[src/rtl/fc_pkg.sv]
package fc_pkg;

    typedef enum logic [1:0] {
        FC_ACTIVE  = 2'd0,
        FC_PASSIVE = 2'd1,
        FC_BUSOFF  = 2'd2
    } fc_state_e;

    typedef struct packed {
        logic tx_err;
        logic rx_err;
        logic tx_ok;
        logic rx_ok;
    } fc_evt_t;

    typedef struct packed {
        logic passive;
        logic busoff;
    } fc_flags_t;

    function automatic fc_flags_t fc_flags_of(input fc_state_e st);
        fc_flags_t f;
        f.passive = (st == FC_PASSIVE);
        f.busoff  = (st == FC_BUSOFF);
        return f;
    endfunction

endpackage

[src/rtl/fc_err_counters.sv]
module fc_err_counters
    import fc_pkg::*;
#(
    parameter int TX_W    = 9,
    parameter int RX_W    = 8,
    parameter int TX_STEP = 8,
    parameter int RX_STEP = 1
) (
    input  logic            clk,
    input  logic            rst,
    input  fc_evt_t         evt,
    input  logic            freeze,
    input  logic            clear,
    output logic [TX_W-1:0] tec,
    output logic [RX_W-1:0] rec,
    output logic [TX_W-1:0] tec_nxt,
    output logic [RX_W-1:0] rec_nxt
);

    logic [TX_W:0] tx_sum;
    logic [RX_W:0] rx_sum;

    assign tx_sum = {1'b0, tec} + (TX_W+1)'(TX_STEP);
    assign rx_sum = {1'b0, rec} + (RX_W+1)'(RX_STEP);

    always_comb begin
        tec_nxt = tec;
        rec_nxt = rec;
        if (clear) begin
            tec_nxt = '0;
            rec_nxt = '0;
        end else if (!freeze) begin
            if (evt.tx_err)
                tec_nxt = tx_sum[TX_W] ? '1 : tx_sum[TX_W-1:0];
            else if (evt.tx_ok && tec != '0)
                tec_nxt = tec - 1'b1;

            if (evt.rx_err)
                rec_nxt = rx_sum[RX_W] ? '1 : rx_sum[RX_W-1:0];
            else if (evt.rx_ok && rec != '0)
                rec_nxt = rec - 1'b1;
        end
    end

    always_ff @(posedge clk) begin
        if (rst) begin
            tec <= '0;
            rec <= '0;
        end else begin
            tec <= tec_nxt;
            rec <= rec_nxt;
        end
    end

endmodule

[src/rtl/fc_recovery.sv]
module fc_recovery #(
    parameter int RUN_BITS  = 11,
    parameter int RUN_COUNT = 128
) (
    input  logic clk,
    input  logic rst,
    input  logic armed,
    input  logic bit_stb,
    input  logic bit_rec,
    output logic done
);

    localparam int BW = (RUN_BITS  > 2) ? $clog2(RUN_BITS)  : 1;
    localparam int RW = (RUN_COUNT > 2) ? $clog2(RUN_COUNT) : 1;
    localparam logic [BW-1:0] BIT_LAST = BW'(RUN_BITS - 1);
    localparam logic [RW-1:0] RUN_LAST = RW'(RUN_COUNT - 1);

    logic [BW-1:0] bit_cnt;
    logic [RW-1:0] run_cnt;
    logic          run_end;

    assign run_end = armed && bit_stb && bit_rec && (bit_cnt == BIT_LAST);
    assign done    = run_end && (run_cnt == RUN_LAST);

    always_ff @(posedge clk) begin
        if (rst || !armed) begin
            bit_cnt <= '0;
            run_cnt <= '0;
        end else if (bit_stb) begin
            if (!bit_rec) begin
                bit_cnt <= '0;
            end else if (run_end) begin
                bit_cnt <= '0;
                run_cnt <= done ? '0 : run_cnt + 1'b1;
            end else begin
                bit_cnt <= bit_cnt + 1'b1;
            end
        end
    end

endmodule

[src/rtl/fc_state_ctrl.sv]
module fc_state_ctrl
    import fc_pkg::*;
#(
    parameter int TX_W       = 9,
    parameter int RX_W       = 8,
    parameter int PASS_LIMIT = 128,
    parameter int BOFF_LIMIT = 256
) (
    input  logic            clk,
    input  logic            rst,
    input  logic [TX_W-1:0] tec_nxt,
    input  logic [RX_W-1:0] rec_nxt,
    input  logic            recovered,
    input  logic            irq_en,
    output fc_state_e       state,
    output logic            irq
);

    localparam logic [TX_W-1:0] TX_PASS_TH = TX_W'(PASS_LIMIT - 1);
    localparam logic [RX_W-1:0] RX_PASS_TH = RX_W'(PASS_LIMIT - 1);
    localparam logic [TX_W-1:0] TX_BOFF_TH = TX_W'(BOFF_LIMIT - 1);

    fc_state_e state_nxt;
    fc_flags_t cur_f, nxt_f;

    always_comb begin
        state_nxt = state;
        if (state == FC_BUSOFF) begin
            if (recovered)
                state_nxt = FC_ACTIVE;
        end else if (tec_nxt > TX_BOFF_TH) begin
            state_nxt = FC_BUSOFF;
        end else if (tec_nxt > TX_PASS_TH || rec_nxt > RX_PASS_TH) begin
            state_nxt = FC_PASSIVE;
        end else begin
            state_nxt = FC_ACTIVE;
        end
    end

    assign cur_f = fc_flags_of(state);
    assign nxt_f = fc_flags_of(state_nxt);

    always_ff @(posedge clk) begin
        if (rst) begin
            state <= FC_ACTIVE;
            irq   <= 1'b0;
        end else begin
            state <= state_nxt;
            irq   <= irq_en && (cur_f != nxt_f);
        end
    end

endmodule

[src/rtl/can_fault_conf.sv]
module can_fault_conf
    import fc_pkg::*;
#(
    parameter int TX_W       = 9,
    parameter int RX_W       = 8,
    parameter int TX_STEP    = 8,
    parameter int RX_STEP    = 1,
    parameter int PASS_LIMIT = 128,
    parameter int BOFF_LIMIT = 256,
    parameter int RUN_BITS   = 11,
    parameter int RUN_COUNT  = 128
) (
    input  logic            clk,
    input  logic            rst,
    input  logic            tx_err_i,
    input  logic            rx_err_i,
    input  logic            tx_ok_i,
    input  logic            rx_ok_i,
    input  logic            bit_stb_i,
    input  logic            bit_rec_i,
    input  logic            irq_en_i,
    output logic [TX_W-1:0] tec_o,
    output logic [RX_W-1:0] rec_o,
    output logic            passive_o,
    output logic            busoff_o,
    output logic            irq_o
);

    fc_evt_t         evt;
    fc_state_e       state;
    fc_flags_t       flags;
    logic            recovered;
    logic [TX_W-1:0] tec_nxt;
    logic [RX_W-1:0] rec_nxt;

    assign evt.tx_err = tx_err_i;
    assign evt.rx_err = rx_err_i;
    assign evt.tx_ok  = tx_ok_i;
    assign evt.rx_ok  = rx_ok_i;

    assign flags = fc_flags_of(state);

    fc_err_counters #(
        .TX_W(TX_W), .RX_W(RX_W), .TX_STEP(TX_STEP), .RX_STEP(RX_STEP)
    ) u_cnt (
        .clk(clk), .rst(rst), .evt(evt),
        .freeze(flags.busoff), .clear(recovered),
        .tec(tec_o), .rec(rec_o), .tec_nxt(tec_nxt), .rec_nxt(rec_nxt)
    );

    fc_recovery #(
        .RUN_BITS(RUN_BITS), .RUN_COUNT(RUN_COUNT)
    ) u_rcv (
        .clk(clk), .rst(rst), .armed(flags.busoff),
        .bit_stb(bit_stb_i), .bit_rec(bit_rec_i), .done(recovered)
    );

    fc_state_ctrl #(
        .TX_W(TX_W), .RX_W(RX_W), .PASS_LIMIT(PASS_LIMIT), .BOFF_LIMIT(BOFF_LIMIT)
    ) u_fsm (
        .clk(clk), .rst(rst), .tec_nxt(tec_nxt), .rec_nxt(rec_nxt),
        .recovered(recovered), .irq_en(irq_en_i), .state(state), .irq(irq_o)
    );

    assign passive_o = flags.passive;
    assign busoff_o  = flags.busoff;

endmodule

[config.mk]
export PLATFORM = sky130hd
export DESIGN_NAME = can_fault_conf
export DESIGN_NICKNAME = d
export VERILOG_FILES = /design/src/rtl/fc_pkg.sv /design/src/rtl/fc_err_counters.sv /design/src/rtl/fc_recovery.sv /design/src/rtl/fc_state_ctrl.sv /design/src/rtl/can_fault_conf.sv
export SDC_FILE = /design/constraint.sdc
export NUM_CORES = 1
export LEC_CHECK = 0
export BUFFER_PORTS_ARGS = -buffer_cell sky130_fd_sc_hd__buf_2
export CAP_MARGIN = 40
export CORE_MARGIN = 10
export CORE_UTILIZATION = 35
export DETAILED_ROUTE_END_ITERATION = 8
export PLACE_DENSITY_LB_ADDON = 0.15
export SKIP_LAST_GASP = 1
export SLEW_MARGIN = 20
export SYNTH_ARGS = -nofsm -noshare
export SYNTH_HDL_FRONTEND = slang
export SYNTH_SLANG_ARGS = --single-unit
export TNS_END_PERCENT = 30
[constraint.sdc]
create_clock -name clk -period 2.95 [get_ports clk]
set_input_delay 0 -clock clk [delete_from_list [all_inputs] [get_ports clk]]
set_output_delay 0 -clock clk [all_outputs]
set_load 0.01 [all_outputs]
==> reports/qor.yml, run 1 <==
critical_path:
  crit_path_max_incr_delay_ps: 550
  worst_setup_path_start_kind: "flip-flop"
  end_kind: "flip-flop"
  critical_path_arrival_ps: 2700
  crit_path_end: "u_fsm.irq$_SDFF_PP0_"
  setup.worst_path.start: "u_cnt.tec[7]$_SDFF_PP0_"
  crit_type: "reg2reg"
  r2r_slack_ps: 430
  cp.required_ps: 3130
  crit_chain: "nor4_1, a41oi_1, and3_1, o31ai_1, o21ai_2, xnor2_1, a2111oi_2"
  r2r_end: "u_fsm.irq$_SDFF_PP0_"
  reg2reg_depth: 7
  r2r_start: "u_cnt.tec[7]$_SDFF_PP0_"
  slowest_stage: "nor4_1"
  worst-path-max-fanout: 9
power:
  power_frac_clock_pct: 37.0
  p_int_uw: 826
  powerDensity_nw_per_um2: 515
  switching_share_pct: 29.1
  power_frac_seq_pct: 42.3
  peakVddDrop_uv: 266
  p_leak_nw: 0.948
  power_frac_comb_pct: 20.7
  switching_power_uw: 338
yosys:
  syn_inst: 255
  ys_top_cells_by_area: "dfxtp_1 32%, nor2_1 6.0%, ha_1 5.8%"
  ys_types: 51
  netlist_area_um2: 1930
  syn_avg_cell_area_um2: 7.58
  yosys.area.top_type: "dfxtp_1"
  syn_nets: 273
  ys_ff_latch: 31
  ys_async_sr_fraction_pct: 0
  synth-edff-count: 0
  synth_top_cell_area_share_pct: 32.1
  ys_seq_area_share_pct: 32.1
  yosys_warnings: 0
  synth_flop_cell: "dfxtp_1"
floorplan:
  num_rows: 26
  fp.dieW_um: 94.3
  ios: 29
  die-area_um2: 8890
  fp.coreArea_um2: 5240
  die_y_um: 94.3
  initial_core_util_pct: 36.9
clocking:
  clock_sinks: 31
  htree_levels: 2
  clock_path_buffers: 2
  post_cts_resized: 0
  cts-root-buf: "clkbuf_8"
  tritoncts: "yes"
  path_clk_slew_ps: 70
  cts_buffers: 5
  post-cts-setup-buffers: 0
  clock_latency_ps: 270
grt:
  grt_pass1_vias: 1782
  grt-ovfl-total: 0
  grt_pass1_wl_um: 8520
  gr-usage-all-layers_pct: 11.7
  grt_max_degree: 13
  grt_antenna_before_repair: 0
routing:
  route.vias.total: 1856
  drc: 0
  vias_per_cell: 5.23
  routed_wl_um: 4980
  dr.pass1.iters: 4
  drt_iter0_markers: 52
  wl_per_cell_um: 14.0
  antenna_left: 0
timing:
  rsz0062_at_grt: "no"
  layout_setup_ws_ps: 431
  fin_tns_setup_ps: 0
  final-setup-viol-count: 0
  fmax_mhz: 397
  timing.hold.ws_ps: 11.1
  worst_pin_slew_ps: 558
  drv_slew: 0
  min_period_ps: 2520
  period_share_pct: 85.4
  finalClockSkew_ps: 4.66
  relSlewSlack_pct: 62.5
  hold_viol_final: 0
cells_and_area:
  drive_gt1_share_pct: 15.8
  areaGrowthSynthToFinish_pct: 17.1
  antenna_cells: 0
  register_area_um2: 621
  nets: 302
  final_cell_mix: "31 x nor2_1, 31 x dfxtp_1, 29 x nand2_1, 28 x buf_2, 19 x a21oi_1"
  layout.cells.non_filler: 355
  fillerInstances: 558
  multi_input_area_um2: 1200
  final_core_util_pct: 43.2
flow_run:
  maxCapViolCount: 0
min_path:
  hold_path.class: "in2reg"
placed_design:
  dp_hpwl_um: 3730
  gp_congestion: 0.803
  place_ws_ps: 459
  port_buffers: 28
  place_inst: 346
outcome:
  status: "finished clean"
through the flow:
step | area [um2] | power (mW)
final | 2260 | 1.16
after global routing | 2260 | 1.24
after CTS | 2260 | 1.18
after detailed placement | 2130 | 0.744
after global placement | 2130 | 0.744
after floorplan | 1930 | 0.670
cell type report:
| cell class | count | share of cell area [%] |
|---|---|---|
| sequential | 31 | 27.4 |
| inverter | 18 | 2.99 |
| multi-input combinational | 196 | 52.9 |
| clock buffer | 6 | 3.65 |
| tap | 70 | 3.87 |
| timing repair buffer | 32 | 7.63 |
| clock inverter | 2 | 1.55 |
power groups by stage:
stage	clock network (mW)	logic [mW]	registers [mW]
after global placement	0	0.244	0.500
after detailed placement	0	0.242	0.502
after CTS	0.445	0.244	0.493
after global routing	0.465	0.278	0.501
after floorplan	0	0.175	0.495
final	0.430	0.241	0.492
cell families after synthesis:
group           share of synthesized area, %
compound gates                          24.0
xor+xnor                                3.17
fa+ha+maj                               5.83
buf+inv                                 5.96
flops                                   32.1
mux                                     1.55
simple gates                            27.3
cells in the mapped netlist, drive strengths merged (2+ instances only):
cell and number:
nor2 32, dfxtp 31, nand2 29, a21oi 19
o21ai 18, inv 17, ha 9, nand3 9
and3 7, clkbuf 6, nand2b 5, a211oi 4
a311oi 4, a41oi 4, buf 4, nor3 4
xor2 4, and4 3, mux2i 3, nand4 3
nor3b 3, o22ai 3, o31ai 3, xnor2 3
a31oi 2, and2 2, nor2b 2, o21a 2
o21bai 2, or3 2
metal layers:
| metal | track usage (%) | share of wire [%] |
|---|---|---|
| met5 | 0 | 0 |
| met2 | 18.8 | 45 |
| met4 | 3.42 | 0.58 |
| met3 | 3.12 | 5.0 |
| met1 | 14.8 | 49 |
state kept, by name (all words and copies together), names as in the netlist:
| register | flops |
|---|---|
| u_cnt.tec | 9 |
| u_cnt.rec | 8 |
| u_rcv.run_cnt | 7 |
| u_rcv.bit_cnt | 4 |
| u_fsm.state | 2 |
| u_fsm.irq | 1 |
critical path: cells and delay by family (launching register included):
kind / cells / cell delay [ps]
flops: 1 / 390
compound gates: 4 / 1090
simple gates: 2 / 790
xor+xnor: 1 / 140
how the worst min path moves through the flow:
stage | from | end | depth (start not counted) | slack (ps)
floorplan | irq_en_i | u_fsm.irq$_SDFF_PP0_ | 2 | 140
global placement | irq_en_i | u_fsm.irq$_SDFF_PP0_ | 3 | 280
detailed placement | irq_en_i | u_fsm.irq$_SDFF_PP0_ | 3 | 280
CTS | rst | u_cnt.rec[7]$_SDFF_PP0_ | 2 | 7
global route | rst | u_cnt.rec[7]$_SDFF_PP0_ | 2 | 20
finish | rst | u_cnt.rec[7]$_SDFF_PP0_ | 2 | 10
timing repair:
action,4_1_cts,5_1_grt
hold buffers,1,0
hold endpoints to repair,1,0
endpoints found under the setup margin,0,0
Note: power is estimated with default switching activity, not from simulation.
==> run 2: changes to the inputs <==
==> constraint.sdc (replaced) <==
create_clock -name clk -period 3.21 [get_ports clk]
set_input_delay 0 -clock clk [delete_from_list [all_inputs] [get_ports clk]]
set_output_delay 0 -clock clk [all_outputs]
set_load 0.01 [all_outputs]
==> run 2 against run 1 <==
Effect of this change: flip-flop and latch count stayed put; clock-buffer cell count is 1 lower; highest routed layer unchanged; fmax is 13% lower; largest power group unchanged; via count is 2.2% higher; clock skew is 4.0 ps higher; routed wire length is 0.66% lower; clock power is 31% lower; largest cell class unchanged; power is 16% lower.
==> reports/qor.yml, run 2 (synthesized netlist as in run 1, its figures left out) <==
critical_path:
  reg2reg_depth: 8
  crit_path_end: "u_fsm.irq$_SDFF_PP0_"
  crit_type: "reg2reg"
  worst-path-max-fanout: 10
  end_kind: "flip-flop"
  cp.required_ps: 3430
  critical_path_arrival_ps: 3130
  r2r_start: "u_cnt.tec[5]$_SDFF_PP0_"
  setup.worst_path.start: "u_cnt.tec[5]$_SDFF_PP0_"
  r2r_slack_ps: 300
  worst_setup_path_start_kind: "flip-flop"
  r2r_end: "u_fsm.irq$_SDFF_PP0_"
power:
  peakVddDrop_uv: 186
  p_leak_nw: 0.952
  powerDensity_nw_per_um2: 432
  power.total_uw: 977
floorplan:
  die-area_um2: 8890
  ios: 29
  die_y_um: 94.3
  fp.dieW_um: 94.3
  num_rows: 26
  initial_core_util_pct: 36.9
  fp.coreArea_um2: 5240
timing:
  fin_tns_setup_ps: 0
  worst_pin_slew_ps: 456
  hold_viol_final: 0
  relSlewSlack_pct: 69.6
  min_period_ps: 2910
  finalClockSkew_ps: 8.70
  fmax_mhz: 344
  rsz0062_at_grt: "no"
  timing.hold.ws_ps: 18.1
  final-setup-viol-count: 0
  period_share_pct: 90.6
  drv_slew: 0
min_path:
  hold_path.class: "in2reg"
clocking:
  tritoncts: "yes"
  path_clk_slew_ps: 70
  clock_latency_ps: 280
  htree_levels: 2
  clock_sinks: 31
  clock_path_buffers: 2
  cts_buffers: 5
  cts-root-buf: "clkbuf_8"
grt:
  grt-ovfl-total: 0
  grt_pass1_wl_um: 8380
  grt_max_degree: 13
  grt_pass1_vias: 1827
  gr-usage-all-layers_pct: 11.3
  grt_antenna_before_repair: 0
placed_design:
  gp_congestion: 0.814
  dp_hpwl_um: 3690
  port_buffers: 28
  place_inst: 347
routing:
  drc: 0
  route.vias.total: 1896
  wl_met1_um: 2520
  antenna_left: 0
  vias_per_cell: 5.30
  routed_wl_um: 4940
  wl_met2_um: 2230
  wl_met3_um: 169
  wl_per_cell_um: 13.8
  drt_iter0_markers: 93
  top_layer_used: "met4"
  dr.pass1.iters: 4
cells_and_area:
  fillerInstances: 576
  drive_gt1_share_pct: 16.3
  final_core_util_pct: 43.2
  reg_top3: "u_cnt.tec (9), u_cnt.rec (8), u_rcv.run_cnt (7)"
  antenna_cells: 0
  final_cell_mix: "31 x nor2_1, 31 x dfxtp_1, 29 x nand2_1, 28 x buf_2, 19 x a21oi_1"
  largest_reg_flops: 9
  regMostFlops: "u_cnt.tec"
  areaGrowthSynthToFinish_pct: 17.1
  layout.cells.non_filler: 358
  nets: 305
flow_run:
  maxCapViolCount: 0
outcome:
  status: "finished clean"
run 2: changes by cell type in the layout (fill, tap and decap cells not counted):
cell and delta:
buf_4 +1, bufinv_16 -1, clkinv_2 +2, clkbuf_8 -1, nor4_2 +1, nor4_1 -1, dlygate4sd3_1 +2
run 2: final cells by class:
class | count | area (um2) | share of cell area (%)
multi-input combinational | 196 | 1200 | 53.2
sequential | 31 | 621 | 27.4
clock buffer | 5 | 68.8 | 3.04
clock inverter | 3 | 15.0 | 0.664
inverter | 18 | 67.6 | 2.99
timing repair buffer | 35 | 200 | 8.85
tap | 70 | 87.6 | 3.87
run 2: report_power, final:
part           switching [mW]  leakage, nW  internal, mW  total, mW
combinational           0.125        0.650         0.101      0.225
sequential             0.0454        0.254         0.410      0.455
clock                   0.148       0.0477         0.148      0.296
total                   0.318        0.952         0.659      0.977
run 2: per-stage QoR:
stage               setup slack, ps  area, um2
floorplan                       905       1930
global placement                819       2140
detailed placement              734       2140
CTS                             171       2260
global route                   63.4       2260
finish                          302       2260
run 2: what timing repair did:
action	in CTS	in global routing
endpoints found under the hold margin	2	0
resized for setup	0	1
endpoints found under the setup margin	0	1
hold buffers	3	0
setup buffers	0	0
run 2: critical path: stages, from the launching register on:
cell and delay (ps):
dfxtp_1 410, nor4_2 400, a41oi_1 250, and3_1 240, o31ai_1 350, o21ai_2 110
xnor2_1 140, a2111oi_2 350, dlygate4sd3_1 590
run 2: worst min-delay path by stage:
stage	startpoint	endpoint	slack, ps	cells past startpoint
after floorplan	irq_en_i	u_fsm.irq$_SDFF_PP0_	140	2
after global placement	irq_en_i	u_fsm.irq$_SDFF_PP0_	280	3
after detailed placement	irq_en_i	u_fsm.irq$_SDFF_PP0_	270	3
after CTS	bit_rec_i	u_rcv.bit_cnt[2]$_SDFFE_PP0P_	7	3
after global routing	bit_rec_i	u_rcv.bit_cnt[2]$_SDFFE_PP0P_	20	3
final	bit_rec_i	u_rcv.bit_cnt[2]$_SDFFE_PP0P_	20	3
run 2: metal layers:
metal / GRT usage (%) / up-vias
li1: - / 973
met1: 14.4 / 895
met2: 18.1 / 26
met3: 3.20 / 2
met4: 3.42 / 0
met5: 0 / -
==> run 3: changes to the inputs <==
--- a/config.mk
+++ b/config.mk
@@ -7,6 +7,8 @@
 export LEC_CHECK = 0
 export BUFFER_PORTS_ARGS = -buffer_cell sky130_fd_sc_hd__buf_2
 export CAP_MARGIN = 40
+export CELL_PAD_IN_SITES_DETAIL_PLACEMENT = 1
+export CELL_PAD_IN_SITES_GLOBAL_PLACEMENT = 2
 export CORE_MARGIN = 10
 export CORE_UTILIZATION = 35
 export DETAILED_ROUTE_END_ITERATION = 8
==> run 3 against run 2 <==
Effect of this change: first-iteration DRC count is 65% lower; fmax rose by 13%; combinational power is 2% higher; flip-flop and latch count unchanged; worst hold slack lost 1.4 ps; critical endpoint unchanged; clock skew fell by 3.3 ps; non-clock buffer count down 2.
==> reports/qor.yml, run 3 (synthesized netlist as in run 1, its figures left out) <==
routing:
  dr.pass1.iters: 4
  vias_per_cell: 5.36
  route.vias.total: 1907
  antenna_left: 0
  drc: 0
  routed_wl_um: 5790
  drt_iter0_markers: 33
  wl_per_cell_um: 16.3
floorplan:
  initial_core_util_pct: 36.9
  die-area_um2: 8890
  fp.coreArea_um2: 5240
  die_y_um: 94.3
  ios: 29
  num_rows: 26
  fp.dieW_um: 94.3
timing:
  hold_viol_final: 0
  drv_slew: 0
  period_share_pct: 80.5
  finalClockSkew_ps: 5.44
  min_period_ps: 2580
  layout_setup_ws_ps: 627
  worst_pin_slew_ps: 610
  rsz0062_at_grt: "no"
  timing.hold.ws_ps: 16.7
  fmax_mhz: 387
  final-setup-viol-count: 0
  fin_tns_setup_ps: 0
  relSlewSlack_pct: 59.0
power:
  switching_share_pct: 31.5
  power_frac_seq_pct: 44.3
  switching_power_uw: 323
  power.total_mw: 1.03
  power_frac_clock_pct: 33.5
  power_frac_comb_pct: 22.3
  powerDensity_nw_per_um2: 456
  p_int_uw: 704
  peakVddDrop_uv: 196
  p_leak_nw: 0.943
cells_and_area:
  final_area_um2: 2250
  layout.cells.non_filler: 356
  areaGrowthSynthToFinish_pct: 16.7
  antenna_cells: 0
  nets: 303
  final_cell_mix: "31 x nor2_1, 31 x dfxtp_1, 29 x nand2_1, 28 x buf_2, 19 x a21oi_1"
  regMostFlops: "u_cnt.tec"
  fillerInstances: 667
  final_core_util_pct: 43.0
  drive_gt1_share_pct: 15.4
  reg_top3: "u_cnt.tec (9), u_cnt.rec (8), u_rcv.run_cnt (7)"
  largest_reg_flops: 9
min_path:
  hold_path.class: "in2reg"
grt:
  grt_max_degree: 15
  grt_pass1_wl_um: 9630
  grt_pass1_vias: 1968
  grt-ovfl-total: 0
  grt_antenna_before_repair: 0
  gr-usage-all-layers_pct: 13.5
critical_path:
  crit_chain: "nor4_1, a41oi_1, and3_1, o31ai_1, o21ai_2, xnor2_1, a2111oi_2"
  slowest_stage: "nor4_1"
  worst_setup_path_start_kind: "flip-flop"
  crit_type: "reg2reg"
  crit_buf_inv: 0
  worst-path-max-fanout: 9
  critical_path.top_delay_family: "compound AO/OA/AOI/OAI gates"
  end_kind: "flip-flop"
  crit_path_max_incr_delay_ps: 590
  critical_path_arrival_ps: 2760
  cp.required_ps: 3380
clocking:
  path_clk_slew_ps: 70
  htree_levels: 2
  cts-root-buf: "clkbuf_8"
  clock_path_buffers: 2
  tritoncts: "yes"
  clock_latency_ps: 280
  cts_buffers: 5
  clock_sinks: 31
placed_design:
  place_ws_ps: 661
  dp_hpwl_um: 4340
  port_buffers: 28
  gp_congestion: 0.817
  dpl_cell_area_um2: 2130
  place_inst: 346
outcome:
  status: "finished clean"
flow_run:
  maxCapViolCount: 0
run 3: final cells by class:
class,count,area [um2],area share [%]
tap,70,87.6,3.88
timing repair buffer,33,183,8.10
sequential,31,621,27.5
inverter,18,67.6,3.00
clock buffer,8,100,4.44
multi-input combinational,196,1200,53.1
run 3: power groups by stage:
stage                     Combinational (mW)  Sequential, mW  Clock (mW)
final                                  0.229           0.455       0.344
after detailed placement               0.230           0.463           0
after global placement                 0.227           0.461           0
after CTS                              0.233           0.454       0.359
after global routing                   0.261           0.461       0.376
after floorplan                        0.161           0.455           0
run 3: tightest hold or removal path: stages:
cell,delay (ps)
buf_2,130
nand4_1,70
a21oi_1,60
run 3: final timing paths:
path / start / to / slack, ps / cells after the start
worst max-delay path: u_cnt.tec[7]$_SDFF_PP0_ / u_fsm.irq$_SDFF_PP0_ / 630 / 7
worst min-delay path: bit_rec_i / u_rcv.bit_cnt[2]$_SDFFE_PP0P_ / 20 / 3
worst min register to register: u_rcv.bit_cnt[3]$_SDFFE_PP0P_ / u_rcv.bit_cnt[3]$_SDFFE_PP0P_ / 470 / 2
worst max register to register: u_cnt.tec[7]$_SDFF_PP0_ / u_fsm.irq$_SDFF_PP0_ / 630 / 7
run 3: timing repair:
item / 4_1_cts / 5_1_grt
hold buffers: 2 / 0
endpoints found under the hold margin: 2 / 0
resized for setup: 0 / 0
setup buffers: 0 / 0
run 3: layer usage:
| metal | global-route usage [%] | wire (um) |
|---|---|---|
| met1 | 16.5 | 2780 |
| met2 | 21.7 | 2690 |
| met3 | 3.60 | 222 |
| met4 | 5.19 | 98 |
| met5 | 0 | 0 |
